--- config.mk ---
export PLATFORM = sky130hd
export DESIGN_NAME = owb_slot_engine
export DESIGN_NICKNAME = d
export VERILOG_FILES = /design/src/rtl/owb_pkg.sv /design/src/rtl/owb_sync.sv /design/src/rtl/owb_interval_timer.sv /design/src/rtl/owb_slot_engine.sv
export SDC_FILE = /design/constraint.sdc
export NUM_CORES = 1
export LEC_CHECK = 0
export ABC_AREA = 0
export BUFFER_PORTS_ARGS = -buffer_cell sky130_fd_sc_hd__buf_2
export CORE_UTILIZATION = 43
export CTS_BUF_LIST = sky130_fd_sc_hd__clkbuf_4 sky130_fd_sc_hd__clkbuf_8
export DETAILED_ROUTE_END_ITERATION = 10
export GPL_TIMING_DRIVEN = 0
export PLACE_DENSITY = 0.6
export SLEW_MARGIN = 20
export SYNTH_ARGS = -nofsm -noshare
export SYNTH_HDL_FRONTEND = slang
export SYNTH_SLANG_ARGS = --single-unit
export TNS_END_PERCENT = 5
--- constraint.sdc ---
create_clock -name clk -period 6.6 [get_ports clk]
set_input_delay 0.99 -clock clk [delete_from_list [all_inputs] [get_ports clk]]
set_output_delay 0.99 -clock clk [all_outputs]
set_load 0.03 [all_outputs]
--- src/rtl/owb_pkg.sv ---
package owb_pkg;

    typedef enum logic [1:0] {
        CMD_WR0 = 2'b00,
        CMD_WR1 = 2'b01,
        CMD_RD  = 2'b10,
        CMD_RST = 2'b11
    } cmd_e;

    typedef enum logic [1:0] {
        PH_IDLE = 2'b00,
        PH_LOW  = 2'b01,
        PH_MID  = 2'b10,
        PH_TAIL = 2'b11
    } phase_e;

    // interval lengths in microseconds (before scaling)
    localparam int unsigned W0_LOW_US   = 60;
    localparam int unsigned W0_MID_US   = 5;
    localparam int unsigned W0_TAIL_US  = 5;
    localparam int unsigned SH_LOW_US   = 6;
    localparam int unsigned SH_MID_US   = 9;
    localparam int unsigned SH_TAIL_US  = 55;
    localparam int unsigned RS_LOW_US   = 500;
    localparam int unsigned RS_MID_US   = 70;

    function automatic int unsigned longest_us(input int unsigned hold);
        return (hold > RS_LOW_US) ? hold : RS_LOW_US;
    endfunction

    function automatic logic [15:0] phase_us(input cmd_e c, input phase_e p,
                                             input int unsigned hold);
        int unsigned v;
        v = 0;
        case (p)
            PH_LOW:  v = (c == CMD_WR0) ? W0_LOW_US  : (c == CMD_RST) ? RS_LOW_US : SH_LOW_US;
            PH_MID:  v = (c == CMD_WR0) ? W0_MID_US  : (c == CMD_RST) ? RS_MID_US : SH_MID_US;
            PH_TAIL: v = (c == CMD_WR0) ? W0_TAIL_US : (c == CMD_RST) ? hold      : SH_TAIL_US;
            default: v = 0;
        endcase
        return v[15:0];
    endfunction

    function automatic logic slot_result(input cmd_e c, input logic sampled);
        case (c)
            CMD_WR0: return 1'b0;
            CMD_WR1: return 1'b1;
            default: return sampled;
        endcase
    endfunction

endpackage

--- src/rtl/owb_sync.sv ---
module owb_sync #(
    parameter int STAGES = 2
) (
    input  logic clk,
    input  logic rst,
    input  logic d,
    output logic q
);
    generate
        if (STAGES <= 1) begin : g_one
            logic r;
            always_ff @(posedge clk) begin
                if (rst) r <= 1'b1;
                else     r <= d;
            end
            assign q = r;
        end else begin : g_chain
            logic [STAGES-1:0] sh;
            always_ff @(posedge clk) begin
                if (rst) sh <= '1;
                else     sh <= {sh[STAGES-2:0], d};
            end
            assign q = sh[STAGES-1];
        end
    endgenerate
endmodule

--- src/rtl/owb_interval_timer.sv ---
module owb_interval_timer #(
    parameter int CLKS_PER_US = 200,
    parameter int US_W        = 18
) (
    input  logic            clk,
    input  logic            rst,
    input  logic            load,
    input  logic [US_W-1:0] load_us,
    output logic            expire
);
    localparam int PRE_W = (CLKS_PER_US > 1) ? $clog2(CLKS_PER_US) : 1;
    localparam logic [PRE_W-1:0] PRE_LAST = PRE_W'(CLKS_PER_US - 1);

    logic [PRE_W-1:0] pre;
    logic [US_W-1:0]  left;
    logic             step;

    assign step   = (pre == PRE_LAST);
    assign expire = step && (left == US_W'(1));

    always_ff @(posedge clk) begin
        if (rst) begin
            pre  <= '0;
            left <= '0;
        end else if (load) begin
            pre  <= '0;
            left <= load_us;
        end else if (left != '0) begin
            if (step) begin
                pre  <= '0;
                left <= left - US_W'(1);
            end else begin
                pre <= pre + PRE_W'(1);
            end
        end
    end
endmodule

--- src/rtl/owb_slot_engine.sv ---
module owb_slot_engine
    import owb_pkg::*;
#(
    parameter int CLKS_PER_US = 200,
    parameter int HOLDOFF_US  = 1000,
    parameter int MULT_W      = 8
) (
    input  logic              clk,
    input  logic              rst,
    input  logic              cmd_req,
    input  logic [1:0]        cmd_code,
    output logic              cmd_ack,
    input  logic [MULT_W-1:0] delay_mult,
    output logic              busy,
    output logic              done,
    output logic              result,
    output logic              bus_pull_low,
    input  logic              bus_in
);
    localparam int unsigned MAX_US = longest_us(HOLDOFF_US);
    localparam int US_W = $clog2(MAX_US * ((1 << MULT_W) - 1) + 1);

    phase_e            state, nxt_phase;
    cmd_e              cur_cmd, nxt_cmd;
    logic [MULT_W-1:0] cur_mult, nxt_mult, eff_mult;
    logic              sampled;
    logic              bus_s;
    logic              accept;
    logic              expire;
    logic              load;
    logic [US_W-1:0]   load_us;

    owb_sync #(.STAGES(2)) sync_i (
        .clk (clk),
        .rst (rst),
        .d   (bus_in),
        .q   (bus_s)
    );

    owb_interval_timer #(.CLKS_PER_US(CLKS_PER_US), .US_W(US_W)) tmr_i (
        .clk     (clk),
        .rst     (rst),
        .load    (load),
        .load_us (load_us),
        .expire  (expire)
    );

    assign accept   = cmd_req && (state == PH_IDLE);
    assign eff_mult = (delay_mult == '0) ? MULT_W'(1) : delay_mult;

    always_comb begin
        nxt_cmd  = accept ? cmd_e'(cmd_code) : cur_cmd;
        nxt_mult = accept ? eff_mult : cur_mult;
        case (state)
            PH_IDLE: nxt_phase = PH_LOW;
            PH_LOW:  nxt_phase = PH_MID;
            PH_MID:  nxt_phase = PH_TAIL;
            default: nxt_phase = PH_IDLE;
        endcase
        load    = accept || (expire && (state == PH_LOW || state == PH_MID));
        load_us = US_W'(phase_us(nxt_cmd, nxt_phase, HOLDOFF_US)) * US_W'(nxt_mult);
    end

    always_ff @(posedge clk) begin
        if (rst) begin
            state    <= PH_IDLE;
            cur_cmd  <= CMD_WR0;
            cur_mult <= MULT_W'(1);
            sampled  <= 1'b1;
            done     <= 1'b0;
            result   <= 1'b1;
        end else begin
            done <= 1'b0;
            if (accept) begin
                state    <= PH_LOW;
                cur_cmd  <= nxt_cmd;
                cur_mult <= nxt_mult;
            end else if (expire) begin
                case (state)
                    PH_LOW: state <= PH_MID;
                    PH_MID: begin
                        state   <= PH_TAIL;
                        sampled <= bus_s;
                    end
                    PH_TAIL: begin
                        state  <= PH_IDLE;
                        done   <= 1'b1;
                        result <= slot_result(cur_cmd, sampled);
                    end
                    default: state <= PH_IDLE;
                endcase
            end
        end
    end

    assign cmd_ack      = accept;
    assign busy         = (state != PH_IDLE);
    assign bus_pull_low = (state == PH_LOW);
endmodule

* After elaboration in Yosys (flattened, before gate mapping)
Cells that the tools add are included.
** Word-level totals
- Register bits :: 43
- Input bits :: 14
- Output and inout port bits :: 5
- Word-level logic and storage cells :: 65
** Cells by class
- $add $sub $neg :: 2
- $mul :: 1
- Eq/ne operators :: 10
- Mux-type cells :: 20
- Bitwise logic cells :: 2
- Reduce and logical (&&, ||, !) cells :: 20
** Operator list (number)
- $mux 18 :: 3
- $pmux 10 s3 :: 1
- $mux 8 :: 3
- $mux 10 :: 2
- $eq 18x1->1 const B :: 1
- $mul 16x8->18 :: 1
- $mux 9 :: 2
- $reduce_bool 18->1 :: 1
- $sub 18x1->18 const B :: 1
- $mux 7 :: 2
- $eq 2x2->1 const B :: 5
- $add 8x1->8 const B :: 1
- $eq 8x8->1 const B :: 1
- $logic_not 8->1 :: 1
- $reduce_bool 2->1 :: 4
- $eq 2x1->1 const B :: 3
- $logic_not 2->1 :: 3
- $pmux 2 s3 :: 1
- $reduce_and 3->1 :: 2
- $pmux 2 s2 :: 1
- $reduce_or 2->1 :: 2
- $logic_and 1x1->1 :: 3
- $mux 1 :: 3
- $reduce_or 3->1 :: 1
- other kinds (5) :: 7

* Logic depth before layout (Yosys ltp)
- Depth in word-level cells :: 9
- Mapped depth :: 27

* By module
From an unflattened synthesis, not the netlist that was laid out.
** Second synthesis, totals
- Cell total of the unflattened synthesis :: 583
- Area total of the unflattened synthesis :: 4976.0 um^2
** Modules (own cells, without submodules)
- owb_slot_engine :: instances 1, cells an instance 399, area an instance 3392.0 um^2, sequential area each 300.3 um^2
- owb_interval_timer :: instances 1, cells an instance 180, area an instance 1531.5 um^2, sequential area each 520.5 um^2
- owb_sync :: instances 1, cells an instance 4, area an instance 52.6 um^2, sequential area each 40.0 um^2

* Least setup slack after synthesis
No wires, ideal clock.
- Kind :: in2reg
- From :: input port cmd_req
- To :: register tmr_i.left[16]
- Data arrival time :: 6371 ps
- Slack :: 143 ps
- Cell stages on the path :: 24
- Path buffers :: 2
- Path through :: nand2_1 -> inv_1 -> buf_2 -> mux2i_1 -> ha_1 -> nand2b_1 -> o21ai_0 -> nand2b_1 -> buf_1 -> or2_2 -> fa_1 -> inv_1 -> fa_1 -> fa_1 -> inv_1 -> fa_1 -> inv_1 -> ha_1 -> a21o_1 -> a21o_1 -> a21oi_1 -> o211ai_1 -> mux2i_1 -> a211oi_1
** On the way
- Cells in the longest elaborated chain, start to end :: 8
- Elaborated cells between the ends (all ways) :: 18
** Ends and longest elaborated chain
- from (decl) :: line owb_slot_engine.sv:10 : input logic cmd_req,
- $logic_and 1x1->1 * :: line owb_slot_engine.sv:48 : assign accept = cmd_req && (state == PH_IDLE);
- net cmd_ack :: line owb_slot_engine.sv:12 : output logic cmd_ack,
- $mux 2 :: line owb_slot_engine.sv:52 : nxt_cmd = accept ? cmd_e'(cmd_code) : cur_cmd;
- $eq 2x2->1 :: line owb_pkg.sv:36, owb_pkg.sv:37, owb_pkg.sv:38
- $mux 10 (tied with other cells) (2 in a row) :: line owb_pkg.sv:38 : PH_TAIL: v = (c == CMD_WR0) ? W0_TAIL_US : (c == CMD_RST) ? hold : SH_TAIL_US;
- $pmux 10 s3 :: line owb_pkg.sv:35 : case (p)
- $mul 16x8->18 :: line owb_slot_engine.sv:61 : load_us = US_W'(phase_us(nxt_cmd, nxt_phase, HOLDOFF_US)) * US_W'(nxt_mult);
- $mux 18 :: line owb_interval_timer.sv:25 : end else if (load) begin
- to (signal assigned) :: line owb_interval_timer.sv:27 : left <= load_us;
- to (signal assigned) :: line owb_interval_timer.sv:31 : left <= left - US_W'(1);
- to (decl) :: line owb_interval_timer.sv:15 : logic [US_W-1:0] left;
Mark *: on every way through the listed nets, which the timed path passes. The rest lies on a longest branch.
A chain may end at the register's enable or synchronous reset.

* Worst setup path in the final report
- From :: input port cmd_req
- To :: register tmr_i.left[14]
** On the way
- Cells in the longest elaborated chain, start to end :: 8
- Elaborated cells between the ends (all ways) :: 18
** Ends and longest elaborated chain (line)
- $logic_and 1x1->1 * :: owb_slot_engine.sv:48
- $mux 2 :: owb_slot_engine.sv:52
- $eq 2x2->1 :: owb_pkg.sv:36, owb_pkg.sv:37, owb_pkg.sv:38
- $mux 10 (tied with other cells) (2 in a row) :: owb_pkg.sv:38
- $pmux 10 s3 :: owb_pkg.sv:35
- $mul 16x8->18 :: owb_slot_engine.sv:61
- $mux 18 :: owb_interval_timer.sv:25
Every way passes the cells marked *; elsewhere a longest branch is shown, timed or not.

==> impl_metrics.ini <==
[run_status]
status = finished, final reports clean

[setup_path]
setup.worst_path.start = cmd_req
crit_path_dat_ns = 6.55
ordered_cell_list_for_the_critical_path = buf_2, nand2_2, inv_4, buf_6, mux2i_4, ha_1, nand2b_1, o21ai_0, nand2b_2, or2_2, fa_1, inv_1, fa_1, fa_1, inv_1, fa_1, inv_1, ha_2, a21o_1, nand2_1, a21boi_0, a311oi_2, or4_1, nand3_1
reg2reg_slack_ns = 0.32
cp_common_cell = sky130_fd_sc_hd__fa_1
crit_slowest_cell = sky130_fd_sc_hd__fa_1
worst-path-max-fanout = 10
regToRegStartpoint = state[0]
cpLargestDelayFamily = adder cells
timing.rr.end = tmr_i.left[14]
critical_path.max_stage_delay_ns = 0.54
critPathCaptureType = flip-flop
critical_path.n_buffers_inverters = 6
crit_type = in -> reg
path_depth_of_the_worst_reg2reg_path = 25
critical_path_required_ns = 6.85
critPathLaunchType = input pin

[logic_synthesis]
ys.flop_type = sky130_fd_sc_hd__dfxtp_1
post-synth-top-area-cell = sky130_fd_sc_hd__fa_1
synth-edff-count = 0
synth_seq_cells = 43
synth_largest_type_area_fraction = 0.198
count_of_cell_types_in_the_netlist = 52
syn-instance-count = 582
mappedNetlistArea_um2 = 4840
asyncSetResetFlopFracSynth = 0
syn-mean-instance-area_um2 = 8.32
synth_sequential_area_ratio = 0.178
post_synthesis_net_count = 694
ys_warn_count = 0
synth_area_leaders = sky130_fd_sc_hd__fa_1 20%, sky130_fd_sc_hd__dfxtp_1 18%, sky130_fd_sc_hd__ha_1 13%

[pwr]
netSwitchingFraction = 0.431
intPower_uw = 630
ir_worst_vdd_mv = 0.119
power_frac_seq = 0.278
comb_power_share = 0.529
power.share.clock = 0.194
power.net_switching_uw = 477
p_leak_uw = 0.00256
power.density_cell_area_nw_per_um2 = 208

[clocking]
clock_insertion_delay_at_the_later_pin_of_the_skew_report_ns = 0.30
clock_tree.root_cell = sky130_fd_sc_hd__clkbuf_8
tritoncts.num_buffers = 5
worst_setup_hold_path_clk_slew_ns = 0.09
tritoncts = built
cts_buffer_depth = 2
cts.sinks = 43
cts-htree-levels = 2
cts_hold_buffers = 0

[min_path]
holdPathEnd = sync_i.g_chain.sh[1]
min-delay-start = sync_i.g_chain.sh[0]
timing.hold.worst.class = reg -> reg
holdPathStages = 1

[cells_and_area]
fillers = 1085
design.final.nets = 721
antenna-diode-count = 0
layout-drive-gt1-share = 0.118
mostFrequentLayoutCell = sky130_fd_sc_hd__nor2_1
areaGrowthSynthToFinish_pct = 10.0
regArea_um2 = 861
layout_common_cells = 92 x sky130_fd_sc_hd__nor2_1, 88 x sky130_fd_sc_hd__inv_1, 48 x sky130_fd_sc_hd__fa_1, 48 x sky130_fd_sc_hd__ha_1, 43 x sky130_fd_sc_hd__dfxtp_1
multi_input_area_um2 = 3660
final_core_utilization = 0.489

[timing]
tightest_slew_ns = 1.03
timing.slew.headroom = 0.293
holdWs_ns = 0.412
post-route-period-util = 0.956
fin_setup_tns_ns = 0
final-setup-viol-count = 0
timing.clock.skew_ns = 0.0124
final-hold-violation-count = 0
fin_crit_ns = 6.31
fmax_mhz = 159
final_report_max_slew_violation_count = 0

[route]
antenna_violating_nets_post_route = 0
drt_pre_antenna_iters = 4
vias = 3976
avgViaCountPerCell = 5.30
drc_errors = 0
highest_layer = met4
detail_route.wirelength_mm = 10.9
wl_met3_um = 461
drtIter0Drc = 201
met2_length_mm = 4.82
detail_routed_net_length_per_standard_cell_um = 14.5
met1_length_mm = 5.47

[floorplan]
initial_core_util = 0.445
io-pin-count = 19
rows = 38
die_height_um = 108
core_area_um2 = 10900
floorplan.die_area_um2 = 11700
fp.dieW_um = 108

[global_route]
initial_antenna_violation_count = 0
gr-usage-all-layers = 0.195
grt_first_pass_wirelength_mm = 18.1
globalRouteOverflowTotal = 0
grt_max_degree = 16
grt_pass1_vias = 3747

[placement]
gp_congestion = 0.842
port_buffer_count = 18
dp.final_hpwl_mm = 8.81

[flow_run]
cap_violations = 0
==> cells in the mapped netlist, types with 6 or more instances <==
cell and count:
sky130_fd_sc_hd__nand4_1 8, sky130_fd_sc_hd__a211oi_1 10, sky130_fd_sc_hd__a21o_1 13, sky130_fd_sc_hd__or2_2 14
sky130_fd_sc_hd__nand2_1 33, sky130_fd_sc_hd__xor2_1 16, sky130_fd_sc_hd__fa_1 48, sky130_fd_sc_hd__nand3_1 15
sky130_fd_sc_hd__o21ai_0 9, sky130_fd_sc_hd__a21oi_1 22, sky130_fd_sc_hd__mux2i_1 15, sky130_fd_sc_hd__nand2b_1 10
sky130_fd_sc_hd__clkbuf_1 7, sky130_fd_sc_hd__buf_2 6, sky130_fd_sc_hd__nor2_1 92, sky130_fd_sc_hd__ha_1 50
sky130_fd_sc_hd__dfxtp_1 43, sky130_fd_sc_hd__inv_1 89, sky130_fd_sc_hd__xnor2_1 14
==> flip-flops by register name, indices dropped and copies added, names as in the netlist <==
signal	cells
state	2
cur_mult	8
sync_i.g_chain.sh	2
tmr_i.left	18
tmr_i.pre	8
cur_cmd	2
sampled	1
done	1
result	1
==> metal layers <==
| metal | global-route usage | vias up |
|---|---|---|
| li1 | - | 1988 |
| met1 | 0.294 | 1914 |
| met2 | 0.292 | 67 |
| met3 | 0.0229 | 7 |
| met4 | 0.0519 | 0 |
| met5 | 0 | - |
==> cells by family after synthesis <==
family / count (synthesis) / synth area share
mux: 15 / 0.0310
compound gates: 82 / 0.113
flops: 43 / 0.178
fa+ha+maj: 98 / 0.328
simple gates: 211 / 0.215
buf+inv: 103 / 0.0814
xor+xnor: 30 / 0.0543
==> how the worst max path moves through the flow <==
stage	depth (start not counted)	end
6_report	24	tmr_i.left[14]
5_1_grt	25	tmr_i.left[14]
4_1_cts	24	tmr_i.left[16]
3_5_place_dp	25	tmr_i.left[16]
3_3_place_gp	25	tmr_i.left[16]
2_1_floorplan	24	tmr_i.left[16]
==> stage by stage <==
| stage | power [µW] | instance area [µm²] | cells | setup slack [ns] |
|---|---|---|---|---|
| floorplan | 754 | 4840 | 582 | 0.143 |
| global placement | 876 | 5110 | 740 | -0.549 |
| detailed placement | 880 | 5110 | 740 | -0.619 |
| CTS | 1100 | 5240 | 747 | 0.0368 |
| global route | 1210 | 5330 | 750 | -0.0706 |
| finish | 1110 | 5330 | 750 | 0.292 |
==> cell type report <==
cell class	instances	area share
Multi-Input combinational cell	436	0.688
Sequential cell	43	0.162
Inverter	89	0.0632
Tap cell	140	0.0329
Timing Repair Buffer	21	0.0211
Clock buffer	5	0.0129
Buffer	13	0.0117
Clock inverter	3	0.00892
==> power groups by stage <==
stage                     logic [µW]  clock network (µW)  registers, µW
after floorplan                  447                   0            307
after global placement           564                   0            311
after detailed placement         568                   0            312
after CTS                        576                 220            307
after global routing             673                 231            310
final                            586                 215            307
==> what timing repair did <==
item	4_1_cts	5_1_grt
resized for setup	9	14
setup buffers	0	3
pin swaps	0	0
setup endpoints to repair	9	10
(Power assumes the default switching activity.)
